`config.mk`:
```
export PLATFORM = sky130hd
export DESIGN_NAME = pc_addr_select
export DESIGN_NICKNAME = d
export VERILOG_FILES = /design/src/rtl/pc_addr_pkg.sv /design/src/rtl/pc_nibble_stage.sv /design/src/rtl/pc_count_chain.sv /design/src/rtl/addr_hold_reg.sv /design/src/rtl/pc_addr_select.sv
export SDC_FILE = /design/constraint.sdc
export NUM_CORES = 1
export LEC_CHECK = 0
export ABC_AREA = 0
export BUFFER_PORTS_ARGS = -buffer_cell sky130_fd_sc_hd__buf_2
export CORE_MARGIN = 2
export CORE_UTILIZATION = 44
export CTS_CLUSTER_DIAMETER = 100
export DETAILED_ROUTE_END_ITERATION = 8
export GPL_TIMING_DRIVEN = 0
export PLACE_DENSITY_LB_ADDON = 0.08
export REMOVE_ABC_BUFFERS = 1
export SLEW_MARGIN = 0
export SYNTH_ARGS = -nofsm -noshare
export SYNTH_HDL_FRONTEND = slang
export SYNTH_SLANG_ARGS = --single-unit
```
`constraint.sdc`:
```
create_clock -name clk -period 2.2 [get_ports clk]
set_clock_uncertainty 0.05 [all_clocks]
set_input_delay 0.11 -clock clk [delete_from_list [all_inputs] [get_ports clk]]
set_output_delay 0.11 -clock clk [all_outputs]
set_load 0.02 [all_outputs]
```
`src/rtl/pc_addr_pkg.sv`:
```
// Package: shared types for the program counter and address select block.
// Assumes: counter stages all receive the same decoded operation each cycle.
package pc_addr_pkg;

    // Decoded operation applied to every counter stage in one cycle.
    typedef enum logic [1:0] {
        CNT_HOLD = 2'd0,
        CNT_LOAD = 2'd1,
        CNT_UP   = 2'd2,
        CNT_DOWN = 2'd3
    } cnt_op_e;

    // Resolve simultaneous counter strobes: clear, preset, up, down.
    function automatic cnt_op_e resolve_op(input logic clr, input logic pre,
                                           input logic up, input logic dn);
        if (clr || pre) return CNT_LOAD;
        if (up)         return CNT_UP;
        if (dn)         return CNT_DOWN;
        return CNT_HOLD;
    endfunction

endpackage

```
`src/rtl/pc_nibble_stage.sv`:
```
// Module: one up/down counter stage of STAGE_W bits.
// Steps only when step_in is high (ripple from lower stages);
// loads unconditionally on CNT_LOAD. ripple_out tells the next stage to step.
// Assumes: synchronous active-low reset.
module pc_nibble_stage
    import pc_addr_pkg::*;
#(
    parameter int STAGE_W = 4
) (
    input  logic               clk,
    input  logic               rst_n,
    input  cnt_op_e            op,
    input  logic [STAGE_W-1:0] load_val,
    input  logic               step_in,
    output logic [STAGE_W-1:0] q,
    output logic               ripple_out
);

    localparam logic [STAGE_W-1:0] ALL_ONES = {STAGE_W{1'b1}};
    localparam logic [STAGE_W-1:0] ALL_ZERO = {STAGE_W{1'b0}};
    localparam logic [STAGE_W-1:0] ONE      = {{(STAGE_W-1){1'b0}}, 1'b1};

    // Stage state: reset, load, or step in the decoded direction.
    always_ff @(posedge clk) begin
        if (!rst_n) begin
            q <= ALL_ZERO;
        end else begin
            unique case (op)
                CNT_LOAD: q <= load_val;
                CNT_UP:   if (step_in) q <= q + ONE;
                CNT_DOWN: if (step_in) q <= q - ONE;
                default:  q <= q;
            endcase
        end
    end

    // Carry on terminal-up, borrow on terminal-down, passed upward.
    always_comb begin
        unique case (op)
            CNT_UP:   ripple_out = step_in && (q == ALL_ONES);
            CNT_DOWN: ripple_out = step_in && (q == ALL_ZERO);
            default:  ripple_out = 1'b0;
        endcase
    end

endmodule

```
`src/rtl/pc_count_chain.sv`:
```
// Module: program counter made of cascaded up/down stages.
// Applies one operation per cycle by priority (clear, preset, up, down).
// Raises wrap_q for one cycle after a rollover at either end.
// Assumes: WIDTH is a multiple of STAGE_W.
module pc_count_chain
    import pc_addr_pkg::*;
#(
    parameter int WIDTH   = 16,
    parameter int STAGE_W = 4
) (
    input  logic             clk,
    input  logic             rst_n,
    input  logic             clr,
    input  logic             pre,
    input  logic             up,
    input  logic             dn,
    input  logic [WIDTH-1:0] pre_val,
    output logic [WIDTH-1:0] count,
    output logic             wrap_q
);

    localparam int NSTAGE = WIDTH / STAGE_W;

    cnt_op_e            op;
    logic [WIDTH-1:0]   load_word;
    logic [NSTAGE:0]    ripple;

    // Decode strobes into one stage operation and its load word.
    always_comb begin
        op        = resolve_op(clr, pre, up, dn);
        load_word = clr ? '0 : pre_val;
    end

    assign ripple[0] = 1'b1;

    // Chain of stages; each steps when every lower stage is terminal.
    for (genvar i = 0; i < NSTAGE; i++) begin : g_stage
        pc_nibble_stage #(.STAGE_W(STAGE_W)) u_stage (
            .clk        (clk),
            .rst_n      (rst_n),
            .op         (op),
            .load_val   (load_word[i*STAGE_W +: STAGE_W]),
            .step_in    (ripple[i]),
            .q          (count[i*STAGE_W +: STAGE_W]),
            .ripple_out (ripple[i+1])
        );
    end

    // Register the top-stage ripple as the one-cycle rollover marker.
    always_ff @(posedge clk) begin
        if (!rst_n) wrap_q <= 1'b0;
        else        wrap_q <= ripple[NSTAGE];
    end

endmodule

```
`src/rtl/addr_hold_reg.sv`:
```
// Module: address hold register loaded by halves or as a whole word.
// Half loads take their value from the low half of din; a word load wins
// over half loads. Assumes WIDTH is even.
module addr_hold_reg #(
    parameter int WIDTH = 16
) (
    input  logic             clk,
    input  logic             rst_n,
    input  logic             ld_lo,
    input  logic             ld_hi,
    input  logic             ld_word,
    input  logic [WIDTH-1:0] din,
    output logic [WIDTH-1:0] q
);

    localparam int HALF = WIDTH / 2;

    logic [1:0]           half_we;
    logic [HALF-1:0]      half_src [2];

    // Per-half write enables and sources.
    always_comb begin
        half_we[0]  = ld_word || ld_lo;
        half_we[1]  = ld_word || ld_hi;
        half_src[0] = din[HALF-1:0];
        half_src[1] = ld_word ? din[WIDTH-1:HALF] : din[HALF-1:0];
    end

    // One storage slice per half.
    for (genvar h = 0; h < 2; h++) begin : g_half
        // Half storage: reset to zero, write when enabled.
        always_ff @(posedge clk) begin
            if (!rst_n)          q[h*HALF +: HALF] <= '0;
            else if (half_we[h]) q[h*HALF +: HALF] <= half_src[h];
        end
    end

endmodule

```
`src/rtl/pc_addr_select.sv`:
```
// Module (top): program counter, address hold register, address selector
// and gated bus output. Assumes all strobes are synchronous to clk and that
// the bus value reads as zero when not driven.
module pc_addr_select #(
    parameter int ADDR_W  = 16,
    parameter int STAGE_W = 4
) (
    input  logic              clk,
    input  logic              rst_n,
    input  logic              cnt_clear,
    input  logic              cnt_preset,
    input  logic              cnt_inc,
    input  logic              cnt_dec,
    input  logic              hold_ld_lo,
    input  logic              hold_ld_hi,
    input  logic              hold_ld_word,
    input  logic [ADDR_W-1:0] load_data,
    input  logic              addr_sel,
    input  logic              bus_en,
    output logic [ADDR_W-1:0] pc_value,
    output logic [ADDR_W-1:0] hold_value,
    output logic [ADDR_W-1:0] addr_out,
    output logic [ADDR_W-1:0] bus_addr,
    output logic              bus_drive,
    output logic              wrap_pulse
);

    pc_count_chain #(.WIDTH(ADDR_W), .STAGE_W(STAGE_W)) u_count (
        .clk     (clk),
        .rst_n   (rst_n),
        .clr     (cnt_clear),
        .pre     (cnt_preset),
        .up      (cnt_inc),
        .dn      (cnt_dec),
        .pre_val (load_data),
        .count   (pc_value),
        .wrap_q  (wrap_pulse)
    );

    addr_hold_reg #(.WIDTH(ADDR_W)) u_hold (
        .clk     (clk),
        .rst_n   (rst_n),
        .ld_lo   (hold_ld_lo),
        .ld_hi   (hold_ld_hi),
        .ld_word (hold_ld_word),
        .din     (load_data),
        .q       (hold_value)
    );

    // Address source selection and bus gating.
    always_comb begin
        addr_out  = addr_sel ? hold_value : pc_value;
        bus_drive = bus_en;
        bus_addr  = bus_en ? addr_out : '0;
    end

endmodule

```
==> metrics.md <==
| Metric | Value |
|---|---|
| Post-layout util | between 50% and 60% |
| Post-synth EDFFs | 0 |
| Post-synthesis mux area share | 12.62% |
| H-tree depth reported by CTS | 2 |
| Port-buffer cells | 92 |
| Largest cells by area after synthesis | dfxtp_1, mux2_2, and2_1 |
| Worst Slack Setup Final | 0.1580 ns |
| Largest family of logic cells by synthesized area | simple AND/OR/NAND/NOR gates |
| Most common cell in the netlist | nand2_1 |
| Post-synth top cells | nand2_1, dfxtp_1, and2_1 |
| DP Area | 0.002741 mm^2 |
| Nets | 399 |
| Area grow syn2layout | 26.98% |
| Final Hold Fails | 0 |
| Worst Path Arrival | 2.17 ns |
| CTS Sinks | 33 |
| Critical path required time | 2.32 ns |
| Grt ovf | 0 |
| Flop and latch count out of synthesis | 33 |
| Max_cap viols | 0 |
| Worst vdd ir | 0.3220 mV |
| Top_reg_cell synth | dfxtp_1 |
| Unrepaired setup endpoints after global routing | no |
| X dimension of the die | roughly 76 um |
| Via count | 2390 |
| Relative slew slack | a little under a third |
| Core box area | 0.005075 mm^2 |
| Routed len/inst | 15.74 um |
| Ys async rst share | 0% |
| Area share of fa/ha/maj cells after synthesis | 2.185% |
| Clk Latency, worst-skew pair | 0.28 ns |
| Vias in the first global route | around 2000 |
| Synth area leader | dfxtp_1 |
| Final ANT Viol Nets | 0 |
| Clk pin slew, worst setup/hold paths | 0.07 ns |
| Initial antenna violation count | 0 |
| WP buf/inv | 2 |
| DIE AREA | roughly 0.0058 mm^2 |
| Sequential-to-total area share from yosys stat | 28.84% |
| Power Density | 564.2 mW/mm^2 |
| Vert. Die Dim | 76.16 um |
| Share of cells above drive strength 1 | roughly 37% |
| Xor/xnor share of the synthesized area | 3.441% |
| Core Rows | 26 |
| Routability cong. | 0.7826 |
| Syn_area_per_cell | 8.211 um^2 |
| Drt drc | 0 |
| CP delay by family, top | simple AND/OR/NAND/NOR gates |
| Post-Syn Area | 0.002291 mm^2 |
| Hold Crit Class | input port to flop |
| Fin. max-slew vios | 0 |
| Vias/cell | 5.444 |
| Antenna diodes | 0 |
| First-iteration detailed-routing DRC count | 170 |
| CTS buffer count | 5 |
| Crit-path slowest cell | or4b_4 |
| Tot GR Track Use | approximately 24% |
| Setup violations, final | 0 |
| Post-DP HPWL | slightly below 5 mm |
| Crit path kind | input port to flop |
| Post-synth top area share | 28.84% |
| Critical path peak fanout | 10 |
| Synth unique cells | 52 |
| Startpoint Class | input port |
| Status | complete, no violations |
| Leak | 0.001399 uW |
| Min cycle time layout | 2.042 ns |
| Compound-Gate Fraction of Synth Area | 21.30% |
| Worst hold slack | roughly 0.039 ns |
| Total wire length | just under 7 mm |
| Tcrit/Tclk final | 92.82% |
| Initial Util | between 40% and 50% |
| Slowest cell delay on critical path | 0.66 ns |
| Synth warn | 0 |
| Largest net degree at the start of global routing | 33 |
| Critical Path End Type | flop |
| Simple-Gate Fraction of Synth Area | 26.71% |
| First-pass GRT wire length | between 10 and 15 mm |
| Measured slew at the worst slew-check pin | roughly 1.0 ns |
| I/O Pins | 93 |
| Peak Freq | 489.7 MHz |
| Cells along the critical path | buf_2 -> or4b_4 -> buf_4 -> xnor2_1 -> ha_1 -> nor3_1 -> a21oi_1 -> o21ba_2 -> o221a_2 |
| Syn Inst Count | between 200 and 300 |
| Pre-CTS WS | -0.4166 ns |
| TritonRoute pass-1 iters | 4 |
| CTS root buffer | clkbuf_8 |
| CTS tree | yes |
| CTS Buffer Depth | 2 |
| Post-route cell area | 0.002909 mm^2 |
## power breakdown
| group | internal [uW] | switching (uW) |
|---|---|---|
| Combinational | 174 | 270 |
| Clock | 283 | 232 |
| Sequential | 634 | 47.3 |
## flip-flops by register name, indices dropped and copies added (netlist names)
| name | cells |
|---|---|
| u_count.wrap_q | 1 |
| u_count.g_stage.u_stage.q | 16 |
| u_hold.q | 16 |
## through the flow
step	power, uW	setup TNS, ns	instances
3_5_place_dp	1132	-1.774	423
5_1_grt	1725	0	439
2_1_floorplan	952.6	-0.01957	261
3_3_place_gp	1128	-1.691	423
4_1_cts	1641	0	431
6_report	1641	0	439
## final cells by class
cell class              instances  area [um^2]
clock inverters                 1        5.005
clock buffers                   7        96.34
multi-input cells             224         1524
fillers                       498         2166
inverters                       4        15.01
repair buffers                100        520.5
well taps                      70        87.58
flip-flops and latches         33        660.6
## cell families (layout without fill, tap and decap cells)
family,count (synthesis),count (layout)
xor+xnor,9,9
fa+ha+maj,4,4
simple gates,114,114
buf+inv,22,112
compound gates,70,70
flops,33,33
mux,27,27
## worst paths after layout
| check | startpoint | end | slack [ns] | cells past startpoint |
|---|---|---|---|---|
| setup / recovery | cnt_clear | u_count.g_stage[1].u_stage.q[2] | 0.16 | 9 |
| hold / removal | load_data[8] | u_count.g_stage[2].u_stage.q[0] | 0.04 | 3 |
| setup reg to reg | u_count.g_stage[0].u_stage.q[0] | u_count.g_stage[3].u_stage.q[2] | 0.21 | 5 |
| hold reg to reg | u_hold.q[5] | u_hold.q[5] | 0.42 | 2 |
## routing by layer
layer / vias to the layer above / part of all wire, % / GRT usage [%]
li1: 1186 / - / -
met1: 1101 / 46 / 36.08
met2: 99 / 46 / 36.16
met3: 4 / 8.0 / 4.147
met4: 0 / 0.59 / 4.909
met5: - / 0 / 0
## worst register-to-register path, cell delays in order (launching register included)
cell	delay [ns]
dfxtp_1	0.39
nor3_1	0.32
a2bb2oi_1	0.27
nor4_2	0.54
nand2_1	0.09
a32o_1	0.24
## cells in the final DEF (no fill, tap or decap), types with 2 or more instances in the layout
cell type  synthesis  routed
buf_4              3       8
nand2_1           38      38
a211oi_1           2       2
dfxtp_1           33      33
xnor2_1            9       9
and2_1            25      25
a21oi_1           15      15
mux2_2            15      15
buf_2              2      92
clkbuf_8           0       7
o41ai_1            3       3
a32o_1             2       2
nand4_1            3       3
nor3_1             6       6
a21boi_0           8       8
and4_1             2       2
inv_1              4       4
mux2i_1           12      12
nor4_1             3       3
o211a_1            3       3
nor2_1            10       9
and3_1             4       4
or3_1              2       2
ha_1               4       4
nand3_1           10      10
o21ai_0           24      24
## what timing repair did
item	CTS	global route
pin swaps	0	2
buffers inserted	0	8
setup endpoints to repair	2	5
gates resized for setup	1	1
hold buffers	0	0
Power figures use the tool's default switching activity.
